### config.mk
export PLATFORM = sky130hd
export DESIGN_NAME = apb_itimer
export DESIGN_NICKNAME = d
export VERILOG_FILES = /design/src/rtl/itmr_pkg.sv /design/src/rtl/itmr_chan.sv /design/src/rtl/itmr_shared.sv /design/src/rtl/itmr_rdmux.sv /design/src/rtl/apb_itimer.sv
export SDC_FILE = /design/constraint.sdc
export NUM_CORES = 1
export LEC_CHECK = 0
export BUFFER_PORTS_ARGS = -buffer_cell sky130_fd_sc_hd__buf_2
export CAP_MARGIN = 15
export CORE_UTILIZATION = 25
export CTS_CLUSTER_SIZE = 30
export DETAILED_ROUTE_END_ITERATION = 10
export GPL_TIMING_DRIVEN = 0
export PLACE_DENSITY = 0.47
export SYNTH_ARGS = -nofsm -noshare
export SYNTH_HDL_FRONTEND = slang
export SYNTH_SLANG_ARGS = --single-unit
### constraint.sdc
create_clock -name pclk -period 2.1 [get_ports pclk]
set_input_delay 0.21 -clock pclk [delete_from_list [all_inputs] [get_ports pclk]]
set_output_delay 0.21 -clock pclk [all_outputs]
set_load 0.05 [all_outputs]
### src/rtl/itmr_pkg.sv
package itmr_pkg;
    localparam logic [7:0] OFS_ID   = 8'h00;
    localparam logic [7:0] OFS_CFG  = 8'h10;
    localparam logic [7:0] OFS_IEN  = 8'h14;
    localparam logic [7:0] OFS_STS  = 8'h18;
    localparam logic [7:0] OFS_CEN  = 8'h1C;
    localparam int unsigned CH_BASE_SLOT = 2;     // channel c lives at slot (2+c) of 16 bytes
    localparam logic [3:0] SUB_CTL  = 4'h0;
    localparam logic [3:0] SUB_REL  = 4'h4;
    localparam logic [3:0] SUB_CNT  = 4'h8;
    localparam logic [2:0] MODE_T32 = 3'd1;
    localparam int unsigned FIELD_W = 4;          // bits per channel in shared words
    localparam int unsigned CTL_W   = 4;
endpackage

### src/rtl/itmr_chan.sv
module itmr_chan
    import itmr_pkg::*;
#(
    parameter int unsigned DW = 32
) (
    input  logic          clk,
    input  logic          rst_n,
    input  logic          run,
    input  logic          ext_tick,
    input  logic          wr_ctl,
    input  logic          wr_rel,
    input  logic          wr_cnt,
    input  logic [DW-1:0] wdata,
    output logic [CTL_W-1:0] ctl,
    output logic [DW-1:0] rel,
    output logic [DW-1:0] cnt,
    output logic          expire
);
    localparam logic [DW-1:0] ONE = DW'(1);

    typedef struct packed {
        logic [CTL_W-1:0] ctl;
        logic [DW-1:0]    rel;
        logic [DW-1:0]    cnt;
    } chan_st_t;

    chan_st_t st_d, st_q;
    logic     step;
    logic     at_zero;

    always_comb begin
        st_d    = st_q;
        at_zero = (st_q.cnt == '0);
        step    = run && (st_q.ctl[2:0] == MODE_T32) && (st_q.ctl[3] || ext_tick);
        expire  = step && at_zero && !wr_cnt;
        if (step) begin
            st_d.cnt = at_zero ? st_q.rel : (st_q.cnt - ONE);
        end
        // a bus write to the counter overrides the step of the same cycle
        if (wr_cnt) st_d.cnt = wdata;
        if (wr_rel) st_d.rel = wdata;
        if (wr_ctl) st_d.ctl = wdata[CTL_W-1:0];
    end

    always_ff @(posedge clk or negedge rst_n) begin
        if (!rst_n) st_q <= '0;
        else        st_q <= st_d;
    end

    assign ctl = st_q.ctl;
    assign rel = st_q.rel;
    assign cnt = st_q.cnt;
endmodule

### src/rtl/itmr_shared.sv
module itmr_shared
    import itmr_pkg::*;
#(
    parameter int unsigned NCH = 2,
    parameter int unsigned DW  = 32
) (
    input  logic           clk,
    input  logic           rst_n,
    input  logic           wr_ien,
    input  logic           wr_sts,
    input  logic           wr_cen,
    input  logic [DW-1:0]  wdata,
    input  logic [NCH-1:0] expire,
    output logic [NCH-1:0] run,
    output logic [DW-1:0]  ien_word,
    output logic [DW-1:0]  sts_word,
    output logic [DW-1:0]  cen_word,
    output logic           irq
);
    typedef struct packed {
        logic [NCH-1:0] ien;
        logic [NCH-1:0] sts;
        logic [NCH-1:0] cen;
    } shr_st_t;

    shr_st_t st_d, st_q;

    always_comb begin
        st_d = st_q;
        for (int c = 0; c < NCH; c++) begin
            if (wr_ien) st_d.ien[c] = wdata[FIELD_W*c];
            if (wr_cen) st_d.cen[c] = wdata[FIELD_W*c];
            if (wr_sts && wdata[FIELD_W*c]) st_d.sts[c] = 1'b0;
            if (expire[c]) st_d.sts[c] = 1'b1;   // a new event wins over a clear
        end
    end

    always_ff @(posedge clk or negedge rst_n) begin
        if (!rst_n) st_q <= '0;
        else        st_q <= st_d;
    end

    always_comb begin
        ien_word = '0;
        sts_word = '0;
        cen_word = '0;
        for (int c = 0; c < NCH; c++) begin
            ien_word[FIELD_W*c] = st_q.ien[c];
            sts_word[FIELD_W*c] = st_q.sts[c];
            cen_word[FIELD_W*c] = st_q.cen[c];
        end
    end

    assign run = st_q.cen;
    assign irq = |(st_q.sts & st_q.ien);
endmodule

### src/rtl/itmr_rdmux.sv
module itmr_rdmux
    import itmr_pkg::*;
#(
    parameter int unsigned NCH      = 2,
    parameter int unsigned DW       = 32,
    parameter int unsigned AW       = 8,
    parameter logic [31:0] ID_VALUE = 32'h0A11_0001
) (
    input  logic [AW-1:0]                 addr,
    input  logic [DW-1:0]                 ien_word,
    input  logic [DW-1:0]                 sts_word,
    input  logic [DW-1:0]                 cen_word,
    input  logic [NCH-1:0][CTL_W-1:0]     ch_ctl,
    input  logic [NCH-1:0][DW-1:0]        ch_rel,
    input  logic [NCH-1:0][DW-1:0]        ch_cnt,
    output logic [DW-1:0]                 rdata
);
    logic [DW-1:0] cfg_word;

    always_comb begin
        cfg_word = '0;
        for (int c = 0; c < NCH; c++) cfg_word[FIELD_W*c] = 1'b1;
    end

    always_comb begin
        rdata = '0;
        if      (addr == AW'(OFS_ID))  rdata = DW'(ID_VALUE);
        else if (addr == AW'(OFS_CFG)) rdata = cfg_word;
        else if (addr == AW'(OFS_IEN)) rdata = ien_word;
        else if (addr == AW'(OFS_STS)) rdata = sts_word;
        else if (addr == AW'(OFS_CEN)) rdata = cen_word;
        for (int c = 0; c < NCH; c++) begin
            if (addr[AW-1:4] == (AW-4)'(CH_BASE_SLOT + c)) begin
                if (addr[3:0] == SUB_CTL) rdata = DW'(ch_ctl[c]);
                if (addr[3:0] == SUB_REL) rdata = ch_rel[c];
                if (addr[3:0] == SUB_CNT) rdata = ch_cnt[c];
            end
        end
    end
endmodule

### src/rtl/apb_itimer.sv
module apb_itimer
    import itmr_pkg::*;
#(
    parameter int unsigned NCH      = 2,              // 1..8 channels
    parameter int unsigned DW       = 32,
    parameter int unsigned AW       = 8,              // must cover 0x20 + 0x10*NCH
    parameter logic [31:0] ID_VALUE = 32'h0A11_0001
) (
    input  logic          pclk,
    input  logic          presetn,
    input  logic          psel,
    input  logic          penable,
    input  logic          pwrite,
    input  logic [AW-1:0] paddr,
    input  logic [DW-1:0] pwdata,
    output logic [DW-1:0] prdata,
    output logic          pready,
    output logic          pslverr,
    input  logic          ext_tick,
    output logic          irq
);
    logic                     bus_wr;
    logic                     wr_ien, wr_sts, wr_cen;
    logic [NCH-1:0]           wr_ctl, wr_rel, wr_cnt;
    logic [NCH-1:0]           run, expire;
    logic [NCH-1:0][CTL_W-1:0] ch_ctl;
    logic [NCH-1:0][DW-1:0]   ch_rel, ch_cnt;
    logic [DW-1:0]            ien_word, sts_word, cen_word;
    logic [DW-1:0]            rd_word;

    assign bus_wr = psel && penable && pwrite;

    always_comb begin
        wr_ien = bus_wr && (paddr == AW'(OFS_IEN));
        wr_sts = bus_wr && (paddr == AW'(OFS_STS));
        wr_cen = bus_wr && (paddr == AW'(OFS_CEN));
        for (int c = 0; c < NCH; c++) begin
            wr_ctl[c] = bus_wr && (paddr[AW-1:4] == (AW-4)'(CH_BASE_SLOT + c)) && (paddr[3:0] == SUB_CTL);
            wr_rel[c] = bus_wr && (paddr[AW-1:4] == (AW-4)'(CH_BASE_SLOT + c)) && (paddr[3:0] == SUB_REL);
            wr_cnt[c] = bus_wr && (paddr[AW-1:4] == (AW-4)'(CH_BASE_SLOT + c)) && (paddr[3:0] == SUB_CNT);
        end
    end

    for (genvar c = 0; c < NCH; c++) begin : g_ch
        itmr_chan #(.DW(DW)) u_chan (
            .clk      (pclk),
            .rst_n    (presetn),
            .run      (run[c]),
            .ext_tick (ext_tick),
            .wr_ctl   (wr_ctl[c]),
            .wr_rel   (wr_rel[c]),
            .wr_cnt   (wr_cnt[c]),
            .wdata    (pwdata),
            .ctl      (ch_ctl[c]),
            .rel      (ch_rel[c]),
            .cnt      (ch_cnt[c]),
            .expire   (expire[c])
        );
    end

    itmr_shared #(.NCH(NCH), .DW(DW)) u_shared (
        .clk      (pclk),
        .rst_n    (presetn),
        .wr_ien   (wr_ien),
        .wr_sts   (wr_sts),
        .wr_cen   (wr_cen),
        .wdata    (pwdata),
        .expire   (expire),
        .run      (run),
        .ien_word (ien_word),
        .sts_word (sts_word),
        .cen_word (cen_word),
        .irq      (irq)
    );

    itmr_rdmux #(.NCH(NCH), .DW(DW), .AW(AW), .ID_VALUE(ID_VALUE)) u_rdmux (
        .addr     (paddr),
        .ien_word (ien_word),
        .sts_word (sts_word),
        .cen_word (cen_word),
        .ch_ctl   (ch_ctl),
        .ch_rel   (ch_rel),
        .ch_cnt   (ch_cnt),
        .rdata    (rd_word)
    );

    assign prdata  = (psel && !pwrite) ? rd_word : '0;
    assign pready  = 1'b1;
    assign pslverr = 1'b0;
endmodule

# After elaboration in Yosys (flattened, before gate mapping)
# Cells that the tools add are included.
classes:
  shift: 0
  n_mul: 0
  n_addsub: 2
  eq_ne: 10
  n_lt_le_gt_ge: 0
  div_mod_pow: 0
  n_bitwise: 1
  n_mux: 24
  reduce_logical: 38
op_table:
  columns: ["operator", "n"]
  rows:
  - ["32-bit 2-to-1 mux", 19]
  - ["32-bit logical NOT", 2]
  - ["32-bit by 1-bit subtractor with 32-bit output, second input constant", 2]
  - ["8-bit by 5-bit == test with 1-bit output, second input constant", 4]
  - ["1-bit logical AND", 24]
  - ["4-bit by 2-bit == test with 1-bit output, second input constant", 2]
  - ["8-bit logical NOT", 1]
  - ["2-bit nonzero test", 4]
  - ["3-bit by 1-bit == test with 1-bit output, second input constant", 2]
  - ["5-bit 2-to-1 mux", 1]
  - ["4-bit by 3-bit == test with 1-bit output, second input constant", 1]
  - ["4-bit == test, second input constant", 1]
  - ["4-bit logical NOT", 1]
  - ["1-bit 2-to-1 mux", 4]
  - ["1-bit logical NOT", 3]
  - ["2-bit bitwise AND", 1]
  - ["1-bit logical OR", 2]
  - ["2-bit OR reduction", 1]
totals:
  elab_cells: 85
  input_bits: 46
  n_memories: 0
  latch_bits: 0
  ff_bits: 142
  romBits: 0
  mem_bits_rw: 0
  out_inout_bits: 35

# Longest topological paths before layout
logic_depth:
  word_depth: 15
  depth_mapped: 9
  depth_no_buf: 7

# By module
# A second synthesis with hierarchy kept.
hier_totals:
  cells_unflattened: 1191
  hier_area_um2: 11049.3
modules_own_cells:
  columns: ["module", "cells_each", "area_per_inst_um2", "instances"]
  rows:
  - ["itmr_chan at g_ch[1].u_chan", 380, 4063.9, 1]
  - ["itmr_chan at g_ch[0].u_chan", 381, 3821.2, 1]
  - ["itmr_rdmux", 264, 1875.5, 1]
  - ["itmr_shared", 108, 920.9, 1]
  - ["apb_itimer", 58, 367.9, 1]

# Least setup slack after synthesis
# Ideal clock, no wire load.
synth_timing:
  kind: "in2out"
  from: "in paddr[4]"
  to: "out prdata[2]"
  t_required_ps: 1890
  path_slack_ps: -660
  cell_stages: 6
  arrival_time_ps: 2550
  path_cell_list: "or4b_1 clkbuf_1 clkbuf_1 nor2_1 nand2_1 a221oi_1"
synth_via:
  elab_chain_cells: 14
  elab_cells_between_ends: 19
  classes_between: "eq/ne: 5; mux: 13; reduce/logical: 1"
synth_rtl:
  columns: ["element", "line", "source"]
  rows:
  - ["start, declared", "apb_itimer.sv:14", "input logic [AW-1:0] paddr,"]
  - ["8-bit by 5-bit == test with 1-bit output", "itmr_rdmux.sv:30", "else if (addr == AW'(OFS_STS)) rdata = sts_word;"]
  - ["32-bit 2-to-1 mux", "itmr_rdmux.sv:30", null]
  - ["32-bit 2-to-1 mux", "itmr_rdmux.sv:29", "else if (addr == AW'(OFS_IEN)) rdata = ien_word;"]
  - ["32-bit 2-to-1 mux", "itmr_rdmux.sv:28", "else if (addr == AW'(OFS_CFG)) rdata = cfg_word;"]
  - ["32-bit 2-to-1 mux", "itmr_rdmux.sv:27", "if (addr == AW'(OFS_ID)) rdata = DW'(ID_VALUE);"]
  - ["32-bit 2-to-1 mux", "itmr_rdmux.sv:34", "if (addr[3:0] == SUB_CTL) rdata = DW'(ch_ctl[c]);"]
  - ["32-bit 2-to-1 mux", "itmr_rdmux.sv:35", "if (addr[3:0] == SUB_REL) rdata = ch_rel[c];"]
  - ["32-bit 2-to-1 mux", "itmr_rdmux.sv:36", "if (addr[3:0] == SUB_CNT) rdata = ch_cnt[c];"]
  - ["32-bit 2-to-1 mux", "itmr_rdmux.sv:33", "if (addr[AW-1:4] == (AW-4)'(CH_BASE_SLOT + c)) begin"]
  - ["32-bit 2-to-1 mux", "itmr_rdmux.sv:34", null]
  - ["32-bit 2-to-1 mux", "itmr_rdmux.sv:35", null]
  - ["32-bit 2-to-1 mux", "itmr_rdmux.sv:36", null]
  - ["32-bit 2-to-1 mux (*)", "itmr_rdmux.sv:33", null]
  - ["32-bit 2-to-1 mux (*)", "apb_itimer.sv:87", "assign prdata = (psel && !pwrite) ? rd_word : '0;"]
  - ["end, declared", "apb_itimer.sv:16", "output logic [DW-1:0] prdata,"]
# Mark *: on every way between the ends. The rest lies on a longest branch, timed or not.

# Final worst setup path
layout_timing:
  from: "reg g_ch[1].u_chan.st_q (netlist bit g_ch[1].u_chan.cnt[23])"
  to: "reg g_ch[1].u_chan.st_q (netlist bit g_ch[1].u_chan.cnt[6])"
layout_via:
  elab_chain_cells: 4
layout_rtl:
  columns: ["element", "line", "source"]
  rows:
  - ["start, declared", "itmr_chan.sv:27", "chan_st_t st_d, st_q;"]
  - ["start signal, assigned", "itmr_chan.sv:47", "else st_q <= st_d;"]
  - ["32-bit logical NOT", "itmr_chan.sv:33", "at_zero = (st_q.cnt == '0);"]
  - ["32-bit 2-to-1 mux", "itmr_chan.sv:37", "st_d.cnt = at_zero ? st_q.rel : (st_q.cnt - ONE);"]
  - ["32-bit 2-to-1 mux", "itmr_chan.sv:36", "if (step) begin"]
  - ["32-bit 2-to-1 mux", "itmr_chan.sv:40", "if (wr_cnt) st_d.cnt = wdata;"]
# Every way passes these cells. The select of a mux whose other input is x is not followed.
# A chain may end at the register's enable or synchronous reset.

==> impl_metrics.json <==
{
  "status": "finished with violations",
  "violations": "negative setup slack",
  "whs_ps": 94.9,
  "clk_path_buf_depth": 2,
  "antenna_found_initial": 0,
  "vias": 9665,
  "io_pins": 81,
  "finalMaxSlewViolations": 0,
  "start_util_pct": 25.6,
  "fin_crit_ps": 2270,
  "critPathArrivalTime_ps": 2580,
  "slew_headroom_pct": 48.7,
  "drt_iter0_drc": 864,
  "syn-cell-area_mm2": 0.00945,
  "timing.fmax_mhz": 440,
  "cts_made_buffers": 17,
  "final_cell_mix": "120 x dfrtp_1, 91 x buf_4, 69 x mux2_2, 61 x nor2_1, 61 x a21oi_1",
  "crit_path_end": "g_ch[1].u_chan.cnt[6]$_DFFE_PN0P_",
  "clk_latency_ps": 450,
  "worstReg2RegStart": "g_ch[1].u_chan.cnt[23]$_DFFE_PN0P_",
  "setup_ws_ps": -172,
  "regArea_mm2": 0.00358,
  "row_count": 70,
  "p_leak_nw": 5.64,
  "route.detailed.drc": 0,
  "core_area_mm2": 0.0369,
  "async_flop_share_pct": 100,
  "die_h_um": 196,
  "ys_seq_area_share_pct": 37.6,
  "finalHoldViolCount": 0,
  "cap_violations": 0,
  "worst-path-max-fanout": 6,
  "postSynthAreaPerCell_um2": 9.09,
  "vdd_ir_drop_max_v": 0.000500,
  "fin_crit_sh_pct": 108,
  "first_global_vias": 9390,
  "fillCellCount": 3763,
  "min_path_type": "in2reg",
  "worstSetupStartpointType": "flip-flop",
  "clock-root-buffer": "clkbuf_16",
  "gp_congestion": 0.970,
  "cts_max_level": 4,
  "ys_seq_elements": 142,
  "grt_pass1_wl_um": 62700,
  "dp_slack_ps": -1150,
  "drtPass1Iterations": 7,
  "ys_warn_count": 0,
  "clock-sinks": 142,
  "area_growth_syn_to_layout_pct": 41.8,
  "final_common_cell": "dfrtp_1",
  "post-route-util_pct": 36.3,
  "placed_cell_area_mm2": 0.0107,
  "port_buffers": 77,
  "syn-num-nets": 1089,
  "antenna_cells": 0,
  "design_area_mm2": 0.0134,
  "ys.flop_type": "dfrtp_1",
  "setup_viol": 61,
  "rsz0062_at_grt": "true",
  "wl_per_cell_um": 24.7,
  "clkTransAtPathRegs_ps": 80,
  "synth_edf_count": 0,
  "die_w_um": 196,
  "dieArea_mm2": 0.0386,
  "multi_input_area_mm2": 0.00637,
  "tightest_slew_ps": 765,
  "reg2reg_depth": 8,
  "ys_types": 76,
  "synth_cells": 1039,
  "cts_tree": "yes",
  "routed_wl_um": 42900,
  "endpoint_kind": "flip-flop",
  "path_class": "reg2reg",
  "power.density_mw_per_mm2": 585,
  "grt_max_degree": 91,
  "required_ps": 2410,
  "r2r_slack_ps": -170,
  "r2r-end": "g_ch[1].u_chan.cnt[6]$_DFFE_PN0P_",
  "fin_skew_ps": 17.2,
  "whs_path_depth": 3,
  "via_per_inst": 5.57,
  "grt_use_total_pct": 22.0,
  "grt_overflow_total": 0,
  "nets": 1267,
  "drive_gt1_share_pct": 41.4,
  "ant_nets": 0,
  "place_hpwl_um": 29400,
  "crit_start": "g_ch[1].u_chan.cnt[23]$_DFFE_PN0P_"
}
==> cell type report <==
type / instances / share of cell area [%]
Buffer: 70 / 4.29
Sequential cell: 142 / 26.7
Multi-Input combinational cell: 795 / 47.5
Tap cell: 504 / 4.70
Clock inverter: 12 / 1.20
Clock buffer: 20 / 3.41
Timing Repair Buffer: 176 / 11.7
Inverter: 15 / 0.439
==> routing by layer <==
metal	share of wire (%)	GRT usage (%)
met1	48	32.5
met2	44	32.6
met3	6.5	3.90
met4	2.3	5.82
met5	0	0
==> worst max-delay path, cell delays in order (launching register included) <==
cell and delay (ps):
dfrtp_1 410, or4_4 580, nor3_4 230, buf_12 150
nand4_4 150, buf_12 190, buf_12 150, mux2i_2 170
o22ai_1 110
==> timing repair <==
item,in CTS,in global routing
buffers inserted,49,38
resized for setup,244,121
endpoints found under the hold margin,52,0
setup endpoints to repair,146,126
hold buffers,1,0
pin swaps,41,45
cloned,7,2
==> synth_stat cells (all sizes together) (3+ instances only) <==
cell type | n | area [um2]
xor2 | 14 | 123
o21ai | 49 | 245
or3 | 6 | 37.5
xnor2 | 21 | 184
a22oi | 52 | 390
a221oi | 5 | 43.8
nand4 | 15 | 100
nand2 | 39 | 151
o22a | 26 | 228
mux2 | 75 | 845
a21oi | 65 | 325
dfrtp | 142 | 3550
nor2b | 4 | 25.0
a22o | 3 | 26.3
o2111ai | 3 | 32.5
a211oi | 5 | 37.5
nor3b | 5 | 42.5
or4 | 11 | 101
nor4b | 3 | 26.3
nand4b | 4 | 35.0
nand3 | 49 | 260
clkbuf | 56 | 210
o31a | 3 | 26.3
o211ai | 17 | 133
and2 | 4 | 25.0
nand3b | 3 | 22.5
ha | 4 | 50.1
nand2b | 6 | 37.5
and3 | 40 | 250
o22ai | 21 | 131
o41ai | 3 | 26.3
nor4 | 26 | 226
a31oi | 5 | 31.3
o21a | 3 | 22.5
buf | 31 | 190
o311ai | 4 | 35.0
inv | 15 | 56.3
o31ai | 7 | 52.6
nor3 | 50 | 299
nor2 | 97 | 367
mux2i | 21 | 210
a21boi | 3 | 22.5
==> report_power, final <==
group	total [W]	switching, W	internal, W
clock network	0.00328	0.00134	0.00194
logic	0.00170	0.000971	0.000732
registers	0.00285	0.0000700	0.00278
total	0.00784	0.00238	0.00546
==> registers in the layout (all words and copies together), names as in the netlist <==
name               cells
g_ch.u_chan.cnt       64
g_ch.u_chan.ctl        8
u_shared.run           2
u_shared.ien_word      2
g_ch.u_chan.rel       64
u_shared.sts_word      2
==> metrics by stage <==
stage / TNS (ps) / total power, W / instances
CTS: -4330 / 0.00764 / 1697
global route: -7290 / 0.00808 / 1734
floorplan: -382 / 0.00361 / 1039
finish: -4090 / 0.00784 / 1734
detailed placement: -102970 / 0.00407 / 1622
global placement: -331750 / 0.00405 / 1620
==> worst min path at each step <==
| stage | start | endpoint | slack, ps |
|---|---|---|---|
| finish | pwdata[28] | g_ch[0].u_chan.cnt[28]$_DFFE_PN0P_ | 90 |
| global route | pwdata[28] | g_ch[0].u_chan.cnt[28]$_DFFE_PN0P_ | 80 |
| CTS | pwdata[28] | g_ch[0].u_chan.cnt[28]$_DFFE_PN0P_ | 90 |
| detailed placement | presetn | g_ch[0].u_chan.rel[2]$_DFFE_PN0P_ | 170 |
| global placement | g_ch[0].u_chan.rel[29]$_DFFE_PN0P_ | g_ch[0].u_chan.rel[29]$_DFFE_PN0P_ | 500 |
| floorplan | presetn | g_ch[0].u_chan.cnt[0]$_DFFE_PN0P_ | -90 |
==> cell families (layout without fill, tap and decap cells) <==
logic type,count (synthesis),after routing,share of synthesized area [%]
other,2,2,0.0795
AND/OR/NAND/NOR,370,370,22.0
buffers and inverters,102,293,4.83
AO/OA/AOI/OAI,288,288,20.5
XOR/XNOR,35,35,3.24
flip-flops,142,142,37.6
multiplexers,96,96,11.2
adder cells (fa/ha/maj),4,4,0.530
Power figures use the tool's default switching activity.
